### src/rtl/cd_timer.sv
module cd_timer #(
  parameter int CW = 32,
  parameter int AW = 8
) (
  input  logic          clk,
  input  logic          rst_n,
  input  logic          wb_cyc_i,
  input  logic          wb_stb_i,
  input  logic          wb_we_i,
  input  logic [3:0]    wb_sel_i,
  input  logic [AW-1:0] wb_adr_i,
  input  logic [31:0]   wb_dat_i,
  output logic [31:0]   wb_dat_o,
  output logic          wb_ack_o,
  output logic          irq_o
);
  localparam int RW = AW - 2;
  localparam logic [RW-1:0] A_CTRL = RW'(0);
  localparam logic [RW-1:0] A_LOAD = RW'(1);
  localparam logic [RW-1:0] A_RLD  = RW'(2);
  localparam logic [RW-1:0] A_SNAP = RW'(3);
  localparam logic [RW-1:0] A_CAPT = RW'(4);
  localparam logic [RW-1:0] A_FLAG = RW'(5);

  logic          run_q, ien_q, pend_q;
  logic [CW-1:0] load_q, rld_q, cnt_q, capt_q;
  logic [31:0]   rdata;

  function automatic logic [31:0] lane_merge(input logic [31:0] old,
                                             input logic [31:0] nw,
                                             input logic [3:0]  sel);
    logic [31:0] r;
    r = old;
    for (int b = 0; b < 4; b++)
      if (sel[b]) r[8*b +: 8] = nw[8*b +: 8];
    return r;
  endfunction

  wire [RW-1:0] wa       = wb_adr_i[AW-1:2];
  wire          acc      = wb_cyc_i & wb_stb_i & ~wb_ack_o;
  wire          wr       = acc & wb_we_i;
  wire          ctrl_wr  = wr & (wa == A_CTRL) & wb_sel_i[0];
  wire          run_rise = ctrl_wr & wb_dat_i[0] & ~run_q;
  wire          hit_zero = run_q & (cnt_q == CW'(1));
  wire          clr_wr   = wr & (wa == A_FLAG) & wb_sel_i[0] & wb_dat_i[0];

  assign irq_o = pend_q & ien_q;

  always_ff @(posedge clk) begin
    if (!rst_n) begin
      run_q <= 1'b0;
      ien_q <= 1'b0;
    end else if (ctrl_wr) begin
      run_q <= wb_dat_i[0];
      ien_q <= wb_dat_i[1];
    end
  end

  always_ff @(posedge clk) begin
    if (!rst_n) begin
      load_q <= '0;
      rld_q  <= '0;
    end else if (wr && wa == A_LOAD) begin
      load_q <= CW'(lane_merge(32'(load_q), wb_dat_i, wb_sel_i));
    end else if (wr && wa == A_RLD) begin
      rld_q  <= CW'(lane_merge(32'(rld_q), wb_dat_i, wb_sel_i));
    end
  end

  always_ff @(posedge clk) begin
    if (!rst_n)
      cnt_q <= '0;
    else if (run_rise)
      cnt_q <= load_q;
    else if (run_q) begin
      if (cnt_q != '0)
        cnt_q <= cnt_q - CW'(1);
      else if (rld_q != '0)
        cnt_q <= rld_q;
    end
  end

  always_ff @(posedge clk) begin
    if (!rst_n)
      capt_q <= '0;
    else if (wr && wa == A_SNAP)
      capt_q <= cnt_q;
  end

  always_ff @(posedge clk) begin
    if (!rst_n)
      pend_q <= 1'b0;
    else if (hit_zero)
      pend_q <= 1'b1;
    else if (clr_wr)
      pend_q <= 1'b0;
  end

  always_comb begin
    rdata = '0;
    case (wa)
      A_CTRL:  rdata = {30'd0, ien_q, run_q};
      A_LOAD:  rdata = 32'(load_q);
      A_RLD:   rdata = 32'(rld_q);
      A_CAPT:  rdata = 32'(capt_q);
      A_FLAG:  rdata = {31'd0, pend_q};
      default: rdata = '0;
    endcase
  end

  always_ff @(posedge clk) begin
    if (!rst_n) begin
      wb_ack_o <= 1'b0;
      wb_dat_o <= '0;
    end else begin
      wb_ack_o <= acc;
      if (acc) wb_dat_o <= wb_we_i ? 32'd0 : rdata;
    end
  end
endmodule

### config.mk
export PLATFORM = sky130hd
export DESIGN_NAME = cd_timer
export DESIGN_NICKNAME = d
export VERILOG_FILES = /design/src/rtl/cd_timer.sv
export SDC_FILE = /design/constraint.sdc
export NUM_CORES = 1
export LEC_CHECK = 0
export BUFFER_PORTS_ARGS = -buffer_cell sky130_fd_sc_hd__buf_2
export CORE_MARGIN = 2
export CORE_UTILIZATION = 35
export DETAILED_ROUTE_END_ITERATION = 10
export PLACE_DENSITY_LB_ADDON = 0.15
export RECOVER_POWER = 50
export SLEW_MARGIN = 25
export SYNTH_ARGS = -nofsm -noshare
export SYNTH_HDL_FRONTEND = slang
export SYNTH_SLANG_ARGS = --single-unit
### constraint.sdc
create_clock -name clk -period 5 [get_ports clk]
set_clock_uncertainty 0.1 [all_clocks]
set_input_delay 0.25 -clock clk [delete_from_list [all_inputs] [get_ports clk]]
set_output_delay 0.25 -clock clk [all_outputs]
set_load 0.05 [all_outputs]
# Word level (Yosys, flattened, before mapping)
# Index checks and enable logic that the tools add are counted.
[totals] reg_bits=164 latch_bits=0 mem_bits_rw=0 romBits=0 in_bits=49 out_inout_bits=34 n_memories=0
[op_classes] add_sub_neg=1 n_mul=0 n_div=0 magnitude_cmp=0 n_eq_ne=6 n_shift=0 mux=8 n_bitwise=15 n_reduce_logical=18
[ops] cell="$mux 32" n=5
[ops] cell="$pmux 32 s5" n=1
[ops] cell="$reduce_bool 32->1" n=2
[ops] cell="$eq 32x1->1 const B" n=1
[ops] cell="$sub 32x1->32 const B" n=1
[ops] cell="$and 1x1->1" n=12
[ops] cell="$eq 6x2->1 const B" n=2
[ops] cell="$eq 6x3->1 const B" n=2
[ops] cell="$reduce_and 3->1" n=4
[ops] cell="$reduce_and 2->1" n=5
[ops] cell="$eq 6x1->1 const B" n=1
[ops] cell="$logic_not 6->1" n=1
[ops] cell="$reduce_bool 2->1" n=2
[ops] cell="$logic_and 1x1->1" n=3
[ops] cell="$not 1->1" n=3
[ops] cell="$reduce_bool 3->1" n=1
[ops] cell="$mux 1" n=2

# Depth between registers and ports, before layout
[depth] word_depth=9 ltp_mapped=10 mapped_depth_nobuf=8

# Worst setup path after synthesis
# Ideal clock, no wire load.
[synth_timing] kind="register -> register" from="register cnt_q[24]" to="register cnt_q[17]" setup_ns=0.123 arrival_ns=2.379 required_time_ns=4.777 path_slack_ns=2.399 stages_incl_launch_ff=8 period_less_slack_ns=2.601 cell_sequence="dfxtp_1 > or4_4 > nand2b_4 > or4_4 > o21ai_4 > buf_4 > a211oi_1 > a221o_2"
[synth_between] elab_chain_len=4
[synth_lines] element="start: declaration" line_no="26" source="logic [CW-1:0] load_q, rld_q, cnt_q, capt_q;"
[synth_lines] element="start signal: assignment" line_no="74" source="cnt_q <= load_q;"
[synth_lines] element="start signal: assignment" line_no="77" source="cnt_q <= cnt_q - CW'(1);"
[synth_lines] element="start signal: assignment" line_no="79" source="cnt_q <= rld_q;"
[synth_lines] element="$reduce_bool 32->1 (*)" line_no="76" source="if (cnt_q != '0)"
[synth_lines] element="$mux 32" line_no="76"
[synth_lines] element="$mux 32" line_no="75" source="else if (run_q) begin"
[synth_lines] element="$mux 32" line_no="73" source="else if (run_rise)"
# Mark *: on every way between the ends. The rest lies on a longest branch, timed or not. The select of a mux whose other input is x is not followed.
# A chain may end at the register's enable or synchronous reset.

# Worst setup path after layout
[layout_timing] from="register wb_ack_o" to="register cnt_q[1]"
[layout_between] elab_chain_len=9
[layout_lines] element="start: declaration" line_no="14" source="output logic wb_ack_o,"
[layout_lines] element="start signal: assignment" line_no="113" source="wb_ack_o <= 1'b0;"
[layout_lines] element="start signal: assignment" line_no="116" source="wb_ack_o <= acc;"
[layout_lines] element="$not 1->1 (*)" line_no="40" source="wire acc = wb_cyc_i & wb_stb_i & ~wb_ack_o;"
[layout_lines] element="$and 1x1->1 (*)" line_no="40"
[layout_lines] element="$and 1x1->1 (*)" line_no="41" source="wire wr = acc & wb_we_i;"
[layout_lines] element="$and 1x1->1 (*) (2 in series)" line_no="42" source="wire ctrl_wr = wr & (wa == A_CTRL) & wb_sel_i[0];"
[layout_lines] element="$and 1x1->1 (*) (2 in series)" line_no="43" source="wire run_rise = ctrl_wr & wb_dat_i[0] & ~run_q;"
[layout_lines] element="$reduce_bool 3->1 (no source line) / $reduce_bool 2->1 (equally long branches)"
[layout_lines] element="$reduce_and 2->1 (no source line)"
# Mark *: on every way between the ends. The rest lies on a longest branch, timed or not.

==> impl_metrics.yaml <==
outcome:
  violations: "capacitance limit, slew limit"
  status: "complete, but fails checks"
global_route:
  antenna_found_initial: 0
  grt_pass1_vias: 6199
  grt_pass1_wl_um: 34760
  grt_max_degree: 54
  grtUsageTotal_pct: 19.91
  grt-ovfl-total: 0
placement:
  place_area_um2: 7979
  port_buffers: 80
  gp_congestion: 0.8210
  dp_hpwl_um: 14770
logic_synthesis:
  synthXorXnorAreaFrac_pct: 2.018
  yosysWarnings: 0
  synth-edff-count: 0
  syn_nets: 871
  synth_cell_types: 52
  synth-seq-area-share_pct: 44.49
  synth_area_per_cell_um2: 8.999
  synth_top_family_by_area: "compound AO/OA/AOI/OAI gates"
  async_reset_ff_share_pct: 0
  netlist_instances: 820
  ys_seq_elements: 164
  synth_compound_area_share_pct: 19.79
  synth-simple-area-share_pct: 19.62
  syn_area_um2: 7380
  synth_flop_cell: "dfxtp_1"
  muxShareOfSynthArea_pct: 9.257
  synth_fa_ha_area_share_pct: 0.3391
cells_and_area:
  utilization_pct: 42.19
  final_cell_mix: "dfxtp_1, nor2_1, nand2_1"
  final_cell_area_um2: 8812
  drive_gt1_share_pct: 13.89
  antenna_cells: 0
  area_delta_synth_final_pct: 19.41
  multi_input_area_um2: 3794
  layout_commonest_cell: "dfxtp_1"
  register_area_um2: 3283
  num-nets-final: 952
  fillers: 2187
sta:
  finalMaxSlewViolations: 136
  period_share_pct: 76.61
  finalHoldViolCount: 0
  timing.fmax_mhz: 261.1
  period_minus_slack_ns: 3.831
  rsz0062_at_grt: "no"
  fin_tns_setup_ns: 0
  slew_headroom_pct: -60.46
  setup_viol: 0
  worst_slew_pin_slew_ns: 2.407
detailed_routing:
  routed_via_density: 5.453
  dr.first_iter.drc_count: 557
  drt_wl_total_um: 21710
  first_pass_iters: 5
  drt-wirelength-per-cell_um: 18.26
  drc: 0
  detail-route-antenna-nets: 0
  vias: 6484
cts:
  htreeDepth: 4
  clk_pin_slew_ns: 0.06
  clock_sinks: 164
  clkLatencyLatePin_ns: 0.43
  clockBufferDepth: 2
  cts_tree: "done"
  cts_buffers: 17
  cts_root_buffer: "clkbuf_16"
floorplan:
  core.rowCount: 53
  core_area_um2: 20890
  fp.dieH_um: 149.2
  start_util_pct: 35.33
  io_pins: 83
  die_w_um: 149.2
  die_area_um2: 22260
hold_path:
  hold_class: "input port to flop"
  hp-start: "wb_we_i"
worst_setup_path:
  crit_start: "wb_ack_o"
  crit-reg2reg-launch: "wb_ack_o"
  crit_type: "flop to flop"
  cp_data_arrival_time_ns: 4.03
  crit_fanout: 35
  cp-end-kind: "flop"
  crit_required_ns: 5.20
  start_kind: "flop"
power_and_ir_drop:
  powerDensity_nw_per_um2: 306.1
  max-vdd-ir-drop_mv: 0.1967
  power.total_mw: 2.697
  leakagePower_nw: 3.554
run:
  max_cap_viol_count: 4
-- layout make-up --
cell class              instances  share of cell area [%]
inverters                       6                  0.2698
well taps                     275                   3.905
clock inverters                13                   1.519
clock buffers                  19                   5.026
multi-input cells             583                   43.05
repair buffers                129                   8.973
flip-flops and latches        164                   37.26
-- synth_stat cells (all sizes together), types with 14 or more instances --
cell	count	area (µm²)
o21ai	15	97.59
a221o	27	291.5
a21oi	45	225.2
nor3	17	85.08
clkbuf	59	221.5
nor4	27	181.4
nand2	77	289.0
nor2	129	484.2
a222oi	31	310.3
nand3	19	95.09
a2bb2oi	31	271.5
dfxtp	164	3283
xnor2	14	122.6
mux2i	66	660.6
-- cell families after synthesis --
logic type / count (synthesis)
multiplexers: 68
flip-flops: 164
AND/OR/NAND/NOR: 313
XOR/XNOR: 17
adder cells (fa/ha/maj): 2
buffers and inverters: 73
AO/OA/AOI/OAI: 183
-- through the flow --
stage	hold WS (ns)	instances	setup WS, ns
after CTS	0.005900	1189	1.702
after global placement	0.3377	1125	1.714
final	0.03246	1189	1.169
after global routing	0.02686	1189	0.7995
after floorplan	0.2939	820	2.399
after detailed placement	0.3428	1126	1.735
-- worst max-delay path, cell delays in order (launching register included) --
cell and delay (ns):
dfxtp_1 0.31, nand3b_1 0.14, clkbuf_1 0.71, nor2_1 0.28, clkbuf_1 0.55, nand4_1 0.37
or2_2 0.44, and3_1 0.20, buf_4 0.24, a221o_2 0.36
-- power by group --
| part | total [mW] | internal [mW] | switching [mW] |
|---|---|---|---|
| logic | 0.0948 | 0.0367 | 0.0580 |
| registers | 1.31 | 1.31 | 0.000593 |
| clock network | 1.30 | 0.747 | 0.548 |
-- sequential cells by signal, summed over array words and instances (netlist names) --
register,flops
capt_q,32
cnt_q,32
ien_q,1
load_q,32
pend_q,1
rld_q,32
run_q,1
wb_ack_o,1
wb_dat_o,32
-- what timing repair did --
item                                   in CTS  in global routing
setup endpoints to repair                   0                  0
endpoints found under the hold margin      63                  0
setup buffers                               0                  0
hold buffers                               31                  0
resized for setup                           0                  0
-- routing by layer --
metal | share of wire (%) | track usage [%] | wire length (µm) | vias to the layer above
li1 | - | - | - | 3206
met1 | 47 | 27.48 | 10280 | 3121
met2 | 48 | 32.14 | 10340 | 144
met3 | 4.0 | 3.670 | 878 | 13
met4 | 0.98 | 5.048 | 212 | 0
met5 | 0 | 0 | 0 | -
-- worst paths after layout --
path            endpoint  cells after the start  slack [ns]
max             cnt_q[1]                      9        1.17
min          wb_dat_o[0]                      3        0.03
max reg2reg     cnt_q[1]                      9        1.17
min reg2reg   capt_q[21]                      2        0.35
Power figures use the tool's default switching activity.
